[src/rtl/mls_pkg.sv]
package mls_pkg;
    typedef enum logic [1:0] {
        ST_IDLE = 2'd0,
        ST_REQ  = 2'd1,
        ST_WAIT = 2'd2
    } mls_state_e;

    localparam logic [6:0] OPC_LOAD  = 7'h03;
    localparam int         OFF_BITS  = 5;
    localparam int         CAUSE_W   = 6;
    localparam logic [1:0] WIDTH_MAX = 2'd2;
endpackage

[src/rtl/mls_assemble.sv]
module mls_assemble #(
    parameter int DATA_W = 64,
    parameter int IDX_W  = $clog2(DATA_W / 8)
) (
    input  logic [DATA_W-1:0] acc,
    input  logic [IDX_W-1:0]  last_idx,
    input  logic              sgn,
    output logic [DATA_W-1:0] value
);
    localparam int LANES = DATA_W / 8;

    logic fill;
    assign fill = sgn & acc[{last_idx, 3'b111}];

    genvar b;
    generate
        for (b = 0; b < LANES; b++) begin : g_lane
            assign value[b*8 +: 8] = (IDX_W'(b) <= last_idx) ? acc[b*8 +: 8] : {8{fill}};
        end
    endgenerate
endmodule

[src/rtl/mls_trap_fmt.sv]
module mls_trap_fmt #(
    parameter int GPA_W = 32,
    parameter int IDX_W = 3
) (
    input  logic [GPA_W-1:0] gpa,
    input  logic [1:0]       tval_lo,
    input  logic [IDX_W-1:0] off,
    input  logic [4:0]       rd,
    input  logic [1:0]       wcode,
    input  logic             sgn,
    output logic [GPA_W-1:0] tval2,
    output logic [31:0]      tinst,
    output logic [GPA_W-1:0] chk
);
    import mls_pkg::*;

    logic [2:0] funct3;
    logic [1:0] size_code;

    assign size_code = wcode + 2'd1;
    assign funct3    = {~sgn, size_code};
    assign tval2     = gpa >> 2;
    assign tinst     = {12'b0, OFF_BITS'(off), funct3, rd, OPC_LOAD};
    assign chk       = (tval2 << 2) + GPA_W'(tval_lo) - GPA_W'(off);
endmodule

[src/rtl/mls_top.sv]
module mls_top #(
    parameter int VA_W   = 32,
    parameter int GPA_W  = 32,
    parameter int DATA_W = 64
) (
    input  logic              clk,
    input  logic              rst_n,
    input  logic              cmd_valid,
    output logic              cmd_ready,
    input  logic [VA_W-1:0]   cmd_vaddr,
    input  logic [1:0]        cmd_width,
    input  logic              cmd_signed,
    input  logic [4:0]        cmd_rd,
    output logic              mem_req_valid,
    input  logic              mem_req_ready,
    output logic [VA_W-1:0]   mem_req_addr,
    output logic [1:0]        mem_req_size,
    input  logic              mem_rsp_valid,
    input  logic [DATA_W-1:0] mem_rsp_data,
    input  logic              mem_rsp_fault,
    input  logic [5:0]        mem_rsp_cause,
    input  logic [GPA_W-1:0]  mem_rsp_gpa,
    output logic              res_valid,
    output logic [DATA_W-1:0] res_data,
    output logic              trap_valid,
    output logic [5:0]        trap_cause,
    output logic [VA_W-1:0]   trap_tval,
    output logic [GPA_W-1:0]  trap_tval2,
    output logic [31:0]       trap_tinst,
    output logic [GPA_W-1:0]  chk_addr
);
    import mls_pkg::*;

    localparam int LANES = DATA_W / 8;
    localparam int IDX_W = $clog2(LANES);

    typedef struct packed {
        mls_state_e        st;
        logic [VA_W-1:0]   base;
        logic [1:0]        wcode;
        logic              sgn;
        logic [4:0]        rd;
        logic              byte_mode;
        logic [IDX_W-1:0]  idx;
        logic [DATA_W-1:0] acc;
        logic              res_v;
        logic              trap_v;
        logic [5:0]        cause;
        logic [VA_W-1:0]   tval;
        logic [GPA_W-1:0]  gpa;
        logic [IDX_W-1:0]  off;
    } ctl_t;

    ctl_t q, d;

    logic [1:0]       cmd_w_eff;
    logic [IDX_W-1:0] cmd_last;
    logic [IDX_W-1:0] cur_last;
    logic             cmd_misaligned;
    logic [VA_W-1:0]  cur_addr;

    assign cmd_w_eff      = (cmd_width > WIDTH_MAX) ? WIDTH_MAX : cmd_width;
    assign cmd_last       = IDX_W'((32'd2 << cmd_w_eff) - 32'd1);
    assign cur_last       = IDX_W'((32'd2 << q.wcode) - 32'd1);
    assign cmd_misaligned = |(cmd_vaddr[IDX_W-1:0] & cmd_last);
    assign cur_addr       = q.byte_mode ? (q.base + VA_W'(q.idx)) : q.base;

    always_comb begin
        d        = q;
        d.res_v  = 1'b0;
        d.trap_v = 1'b0;
        case (q.st)
            ST_IDLE: begin
                if (cmd_valid) begin
                    d.st        = ST_REQ;
                    d.base      = cmd_vaddr;
                    d.wcode     = cmd_w_eff;
                    d.sgn       = cmd_signed;
                    d.rd        = cmd_rd;
                    d.byte_mode = cmd_misaligned;
                    d.idx       = '0;
                    d.acc       = '0;
                end
            end
            ST_REQ: begin
                if (mem_req_ready) begin
                    d.st = ST_WAIT;
                end
            end
            ST_WAIT: begin
                if (mem_rsp_valid) begin
                    if (mem_rsp_fault) begin
                        d.st     = ST_IDLE;
                        d.trap_v = 1'b1;
                        d.cause  = mem_rsp_cause;
                        d.tval   = cur_addr;
                        d.gpa    = mem_rsp_gpa;
                        d.off    = q.idx;
                    end else if (q.byte_mode) begin
                        for (int b = 0; b < LANES; b++) begin
                            if (IDX_W'(b) == q.idx) begin
                                d.acc[b*8 +: 8] = mem_rsp_data[7:0];
                            end
                        end
                        if (q.idx == cur_last) begin
                            d.st    = ST_IDLE;
                            d.res_v = 1'b1;
                        end else begin
                            d.idx = q.idx + 1'b1;
                            d.st  = ST_REQ;
                        end
                    end else begin
                        d.acc   = mem_rsp_data;
                        d.st    = ST_IDLE;
                        d.res_v = 1'b1;
                    end
                end
            end
            default: d.st = ST_IDLE;
        endcase
    end

    always_ff @(posedge clk) begin
        if (!rst_n) begin
            q <= '0;
        end else begin
            q <= d;
        end
    end

    assign cmd_ready     = (q.st == ST_IDLE);
    assign mem_req_valid = (q.st == ST_REQ);
    assign mem_req_addr  = cur_addr;
    assign mem_req_size  = q.byte_mode ? 2'd0 : (q.wcode + 2'd1);
    assign res_valid     = q.res_v;
    assign trap_valid    = q.trap_v;
    assign trap_cause    = q.cause;
    assign trap_tval     = q.tval;

    mls_assemble #(.DATA_W(DATA_W), .IDX_W(IDX_W)) u_asm (
        .acc      (q.acc),
        .last_idx (cur_last),
        .sgn      (q.sgn),
        .value    (res_data)
    );

    mls_trap_fmt #(.GPA_W(GPA_W), .IDX_W(IDX_W)) u_fmt (
        .gpa     (q.gpa),
        .tval_lo (q.tval[1:0]),
        .off     (q.off),
        .rd      (q.rd),
        .wcode   (q.wcode),
        .sgn     (q.sgn),
        .tval2   (trap_tval2),
        .tinst   (trap_tinst),
        .chk     (chk_addr)
    );

    // Checker state: last byte request address within the current command
    logic [VA_W-1:0] prev_addr_q;
    logic            prev_ok_q;
    always_ff @(posedge clk) begin
        if (!rst_n) begin
            prev_addr_q <= '0;
            prev_ok_q   <= 1'b0;
        end else if (cmd_valid && cmd_ready) begin
            prev_ok_q <= 1'b0;
        end else if (mem_req_valid && mem_req_ready && mem_req_size == 2'd0) begin
            prev_addr_q <= mem_req_addr;
            prev_ok_q   <= 1'b1;
        end
    end

    assert_ascending_R3: assert property (@(posedge clk) disable iff (!rst_n)
        (mem_req_valid && mem_req_ready && mem_req_size == 2'd0 && prev_ok_q)
        |-> (mem_req_addr == prev_addr_q + 1'b1));

    assert_req_hold_R11: assert property (@(posedge clk) disable iff (!rst_n)
        (mem_req_valid && !mem_req_ready) |=> (mem_req_valid && $stable(mem_req_addr)));

    assert_one_outcome_R10: assert property (@(posedge clk) disable iff (!rst_n)
        (res_valid || trap_valid) |-> ($past(mem_rsp_valid) && !(res_valid && trap_valid)));

    assert_trap_from_fault_R6: assert property (@(posedge clk) disable iff (!rst_n)
        trap_valid |-> $past(mem_rsp_fault));

    assert_no_req_after_trap_R5: assert property (@(posedge clk) disable iff (!rst_n)
        trap_valid |-> (!mem_req_valid && cmd_ready));

    assert_rsp_solicited_R10: assert property (@(posedge clk) disable iff (!rst_n)
        mem_rsp_valid |-> (q.st == ST_WAIT));
endmodule

[config.mk]
export PLATFORM = sky130hd
export DESIGN_NAME = mls_top
export DESIGN_NICKNAME = d
export VERILOG_FILES = /design/src/rtl/mls_pkg.sv /design/src/rtl/mls_assemble.sv /design/src/rtl/mls_trap_fmt.sv /design/src/rtl/mls_top.sv
export SDC_FILE = /design/constraint.sdc
export NUM_CORES = 1
export LEC_CHECK = 0
export CORE_MARGIN = 4
export CORE_UTILIZATION = 30
export CTS_CLUSTER_DIAMETER = 40
export DETAILED_ROUTE_END_ITERATION = 10
export REMOVE_ABC_BUFFERS = 1
export SLEW_MARGIN = 10
export SYNTH_ARGS = -nofsm -noshare
export SYNTH_HDL_FRONTEND = slang
export SYNTH_SLANG_ARGS = --single-unit
[constraint.sdc]
create_clock -name clk -period 7.3 [get_ports clk]
set_input_delay 1.46 -clock clk [delete_from_list [all_inputs] [get_ports clk]]
set_output_delay 1.46 -clock clk [all_outputs]
set_load 0.05 [all_outputs]
==> metrics.yaml, run 1 <==
run_status:
  outcome: "completed"
timing:
  worst_slack_ns: 1.64
  fin_crit_sh: 0.776
  timing_worst_slew_pin_value_ns: 1.20
  fin_setup_tns_ns: 0
  rsz0062_at_grt: "no"
  slew_viol_final: 0
  setup_viol: 0
  hold_viol: 0
  slew_headroom: 0.203
  fin_crit_ns: 5.66
  fmax_ghz: 0.177
  finClkSkew_ns: 0.00659
job:
  cap_viol_max_count: 0
global_route:
  grt_max_degree: 76
  grt_use_total: 0.185
  grt_pass1_wl_um: 52800
  grt_pass1_vias: 9262
  grt_overflow: 0
  antenna_found_initial: 3
clock_network:
  cts_sinks: 183
  tritoncts: "done"
  root_buffer: "clkbuf_16"
  clk_pin_slew_ns: 0.07
  clk_latency_ns: 0.44
  numCtsBuffers: 17
  postCtsHoldBufs: 0
  cts_buffer_depth: 2
  cts_resized: 0
  htreeDepth: 4
  cts_setup_buffers: 0
routing:
  drt_iter0_drc: 448
  wl_per_cell_um: 17.8
  vias_per_cell: 4.79
  wl_um: 34600
  drtAntennaViolNets: 0
  drcViolationCount: 0
  vias: 9313
  dr.pass1.iters: 4
worst_hold_path:
  hp-class: "reg2reg"
worst_setup_path:
  crit_path_start_kind: "flop"
  cpLargestDelayFamily: "adder cells"
  cpMaxStageDelayCell: "clkdlybuf4s50_1"
  required_ns: 5.84
  cp.arrival_ns: 4.20
  cp-end-kind: "primary output"
  worstPathMaxFanout: 21
  crit_path_cell_trace: "inv_1 > ha_1 > inv_1 > ha_1 > a31oi_1 > o211ai_1 > o21ai_0 > clkdlybuf4s50_1"
  path_class: "reg2out"
  slowest_delay_ns: 0.77
  cp.buffers_inverters: 3
finish:
  drive_gt1_frac: 0.0605
  fill_cells: 3334
  layout.nets: 1655
  area_growth_pct: 37.7
die:
  dieWidth_um: 190
  core_mm2: 0.0326
  row_count: 66
  dieArea_mm2: 0.0361
  ios: 384
  die_h_um: 190
  start_util: 0.304
yosys:
  yosysTopAreaCell: "dfxtp_1"
  netlist_top_cells_count: "242 x nand2_1, 183 x dfxtp_1, 151 x a21oi_1, 115 x buf_4, 63 x nand2b_1"
  ys_types: 56
  syn_area_mm2: 0.00993
  synth_top_area_frac: 0.369
  ys_warn_count: 0
  avgSynthCellArea_um2: 7.83
  synth.yosys.seq_area_share: 0.369
  synth_area_leaders: "dfxtp_1 37%, nand2_1 9.1%, buf_4 8.7%, a21oi_1 7.6%, o22a_1 4.9%"
  synthFlopType: "dfxtp_1"
  synth.most_common_cell: "nand2_1"
  ys_ff_latch: 183
  synthCells: 1268
  synth_edf_count: 0
  async_flop_share: 0
placed_design:
  hpwlAfterDp_um: 25100
  place_congestion: 0.795
  io_buffers: 358
  dpl_worst_slack_ns: 2.16
pwr:
  p_leak_uw: 0.00549
  p_per_area_mw_per_mm2: 197
  peakVddDrop_mv: 0.141
==> per-layer routing <==
metal / track usage / vias to the layer above / part of all wire
met4: 0.0570 / 4 / 0.019
met3: 0.0462 / 45 / 0.059
met1: 0.229 / 4440 / 0.43
met2: 0.316 / 272 / 0.49
li1: - / 4552 / -
met5: 0 / - / 0.00064
==> cells in the final DEF (no fill, tap or decap), drive strengths merged, types with 3 or more instances in the layout <==
cell type      synthesis  layout
clkdlybuf4s50          0     358
nand2                242     242
dfxtp                183     183
a21oi                158     158
nand2b                63      63
o21ai                 61      61
inv                   55      59
o22a                  56      56
nor2                  56      56
xor2                  37      37
xnor2                 24      24
conb                   2      23
o21ba                 21      21
nand3                 19      19
clkbuf                55      18
nor3                  17      17
ha                    15      15
nor4                  10      10
nand4                  9       9
and3                   7       7
buf                  128       7
clkinv                 0       6
nor2b                  4       4
o211a                  4       4
or4                    4       4
and4                   3       3
o211ai                 3       3
nand3b                 3       3
clkinvlp               0       3
or3                    3       3
==> stage by stage <==
step / hold WS, ns / utilization / total power, uW / instances / cell area [um2]
finish: 0.457 / 0.419 / 2690 / 1946 / 13700
global route: 0.476 / 0.419 / 2810 / 1946 / 13700
CTS: 0.459 / 0.419 / 2730 / 1945 / 13700
detailed placement: 0.449 / 0.401 / 1780 / 1913 / 13100
global placement: 0.442 / 0.401 / 1770 / 1913 / 13100
floorplan: 0.436 / - / 1500 / 1106 / 8880
==> registers in the layout (all words and copies together), names as in the netlist <==
signal,count
trap_tval,32
res_valid,1
trap_cause,6
trap_valid,1
q,143
==> worst min-delay path: cells and delay by family, from the launching register on <==
kind / cells / cell delay, ns
flip-flops: 1 / 0.31
AND/OR/NAND/NOR: 1 / 0.05
AO/OA/AOI/OAI: 1 / 0.05
==> final cells by class <==
cell class | instances | area, um2 | share of cell area
Antenna cell | 1 | 2.50 | 0.000183
Clock buffer | 18 | 439 | 0.0321
Clock inverter | 14 | 143 | 0.0104
Inverter | 55 | 208 | 0.0152
Multi-Input combinational cell | 868 | 5030 | 0.368
Sequential cell | 183 | 3660 | 0.268
Tap cell | 442 | 553 | 0.0405
Timing Repair Buffer | 365 | 3640 | 0.266
==> logic make-up after synthesis <==
kind of cell / count (synthesis) / synth area share
and+or+nand+nor: 450 / 0.218
AOI/OAI and AO/OA: 315 / 0.199
buffers and inverters: 238 / 0.134
DFF: 183 / 0.369
xor gates and xnor gates: 61 / 0.0538
adders and majority gates: 17 / 0.0229
other: 2 / 0.000756
muxes: 2 / 0.00227
==> final timing paths <==
kind,start,to,slack [ns],cells after the start
worst max-delay path,q[149],res_data[29],1.64,8
worst min-delay path,q[148],q[148],0.46,2
worst max register to register,q[149],q[141],4.15,9
worst min register to register,q[148],q[148],0.46,2
==> power breakdown <==
group	total [uW]	switching, uW	internal [uW]
registers	1100	42.7	1050
clock network	938	449	489
logic	659	421	238
total	2690	913	1780
Power figures use the tool's default switching activity.
==> run 2, diff against run 1 <==
==> constraint.sdc (replaced) <==
create_clock -name clk -period 4.7 [get_ports clk]
set_input_delay 0.94 -clock clk [delete_from_list [all_inputs] [get_ports clk]]
set_output_delay 0.94 -clock clk [all_outputs]
set_load 0.05 [all_outputs]
==> metrics.yaml, run 2 (synthesis gave the netlist of run 1 again) <==
run_status:
  outcome: "completed"
worst_setup_path:
  cp.arrival_ns: 3.41
  cp-end-kind: "primary output"
  required_ns: 3.76
  crit_path_start_kind: "flop"
  path_class: "reg2out"
  worstPathMaxFanout: 8
clock_network:
  cts_buffer_depth: 2
  clk_pin_slew_ns: 0.08
  root_buffer: "clkbuf_16"
  postCtsHoldBufs: 0
  tritoncts: "done"
  cts_resized: 0
  htreeDepth: 4
  numCtsBuffers: 17
  cts_setup_buffers: 0
  cts_sinks: 183
  clk_latency_ns: 0.45
pwr:
  intPower_uw: 2750
  swShare: 0.342
  clockPowerShare: 0.350
  switchingPower_uw: 1430
  peakVddDrop_mv: 0.221
  p_leak_uw: 0.00567
  p_per_area_mw_per_mm2: 306
  seqPwrFrac: 0.406
  combinationalPowerShare: 0.244
finish:
  final_core_util: 0.419
  drive_gt1_frac: 0.0907
  regMostFlops: "q"
  layout_commonest_cell: "clkdlybuf4s50_1"
  multi_input_area_mm2: 0.00503
  regArea_mm2: 0.00366
  final_area_mm2: 0.0137
  layout_common_cells: "316 x clkdlybuf4s50_1, 242 x nand2_1, 182 x dfxtp_1"
  largest_register_ffs: 143
  fill_cells: 3352
  area_growth_pct: 37.5
  stdcell_count: 1955
  layout.nets: 1663
routing:
  vias_per_cell: 4.69
  drt_iter0_drc: 499
  vias: 9172
  wl_um: 34500
  wl_per_cell_um: 17.6
  drcViolationCount: 0
  drtAntennaViolNets: 0
  dr.pass1.iters: 5
placed_design:
  hpwlAfterDp_um: 25100
  place_inst: 1921
  place_congestion: 0.815
  place_area_mm2: 0.0131
  io_buffers: 358
timing:
  fin_crit_sh: 0.925
  setup_viol: 0
  finClkSkew_ns: 0.0127
  slew_headroom: 0.207
  rsz0062_at_grt: "no"
  slew_viol_final: 0
  timing_worst_slew_pin_value_ns: 1.19
  fmax_ghz: 0.230
  fin_setup_tns_ns: 0
  hold_viol: 0
  fin_crit_ns: 4.35
global_route:
  grt_overflow: 0
  antenna_found_initial: 2
  grt_use_total: 0.184
  grt_max_degree: 77
  grt_pass1_vias: 9100
  grt_pass1_wl_um: 52500
die:
  core_mm2: 0.0326
  dieArea_mm2: 0.0361
  die_h_um: 190
  dieWidth_um: 190
  row_count: 66
  ios: 384
  start_util: 0.304
worst_hold_path:
  hp-class: "reg2reg"
job:
  cap_viol_max_count: 0
-- run 2: changes by cell type in the layout (fill, tap and decap cells not counted), sizes merged --
cell           change
inv                +1
clkdlybuf4s50     -42
dlymetal6s2s       +4
diode              +1
clkbuf             -1
clkinvlp           -1
buf               +46
clkinv             +1
-- run 2: per-layer routing --
layer  GRT usage  wire length (um)  vias to the layer above
li1            -                 -                     4571
met2       0.311             16700                      254
met4      0.0584               680                        0
met1       0.232             15200                     4310
met3      0.0448              1970                       37
met5           0                 0                        -
-- run 2: cell type report --
| cell class | instances | area share |
|---|---|---|
| well taps | 442 | 0.0405 |
| diodes | 2 | 0.000367 |
| flip-flops and latches | 183 | 0.268 |
| clock buffers | 17 | 0.0312 |
| repair buffers | 373 | 0.264 |
| inverters | 55 | 0.0152 |
| clock inverters | 15 | 0.0118 |
| multi-input cells | 868 | 0.368 |
-- run 2: through the flow --
step / power, uW / hold WS (ns) / worst slack, ns
final: 4180 / 0.456 / 0.353
after floorplan: 2340 / 0.436 / 0.0690
after detailed placement: 2760 / 0.446 / 0.622
after global routing: 4370 / 0.478 / 0.0831
after global placement: 2750 / 0.442 / 0.627
after CTS: 4240 / 0.457 / 0.127
-- run 2: worst max-delay path, cell delays in order (launching register included) --
cell             delay, ns
dfxtp_1               0.49
ha_1                  0.23
inv_1                 0.06
fa_1                  0.40
nor2b_1               0.27
o2111ai_1             0.14
buf_4                 0.19
nor2_1                0.11
xor2_1                0.22
clkdlybuf4s50_1       0.85
-- run 2: worst paths after layout --
kind	from	to	slack (ns)	cells past startpoint
max	q[139]	mem_req_addr[12]	0.35	9
min	trap_tval[2]	trap_tval[2]	0.46	2
max reg2reg	q[142]	q[128]	2.03	5
min reg2reg	trap_tval[2]	trap_tval[2]	0.46	2
-- run 2: power by group through the flow --
stage	logic (uW)	registers (uW)	clock network (uW)
global route	1080	1710	1580
detailed placement	1020	1740	0
global placement	1020	1730	0
CTS	1030	1700	1510
finish	1020	1700	1460
floorplan	528	1810	0
==> run 3, diff against run 2 <==
--- a/config.mk
+++ b/config.mk
@@ -14,3 +14,4 @@
 export SYNTH_ARGS = -nofsm -noshare
 export SYNTH_HDL_FRONTEND = slang
 export SYNTH_SLANG_ARGS = --single-unit
+export TNS_END_PERCENT = 1
==> results of run 3 <==
No change in the layout: final DEF, timing and power equal those of run 2.
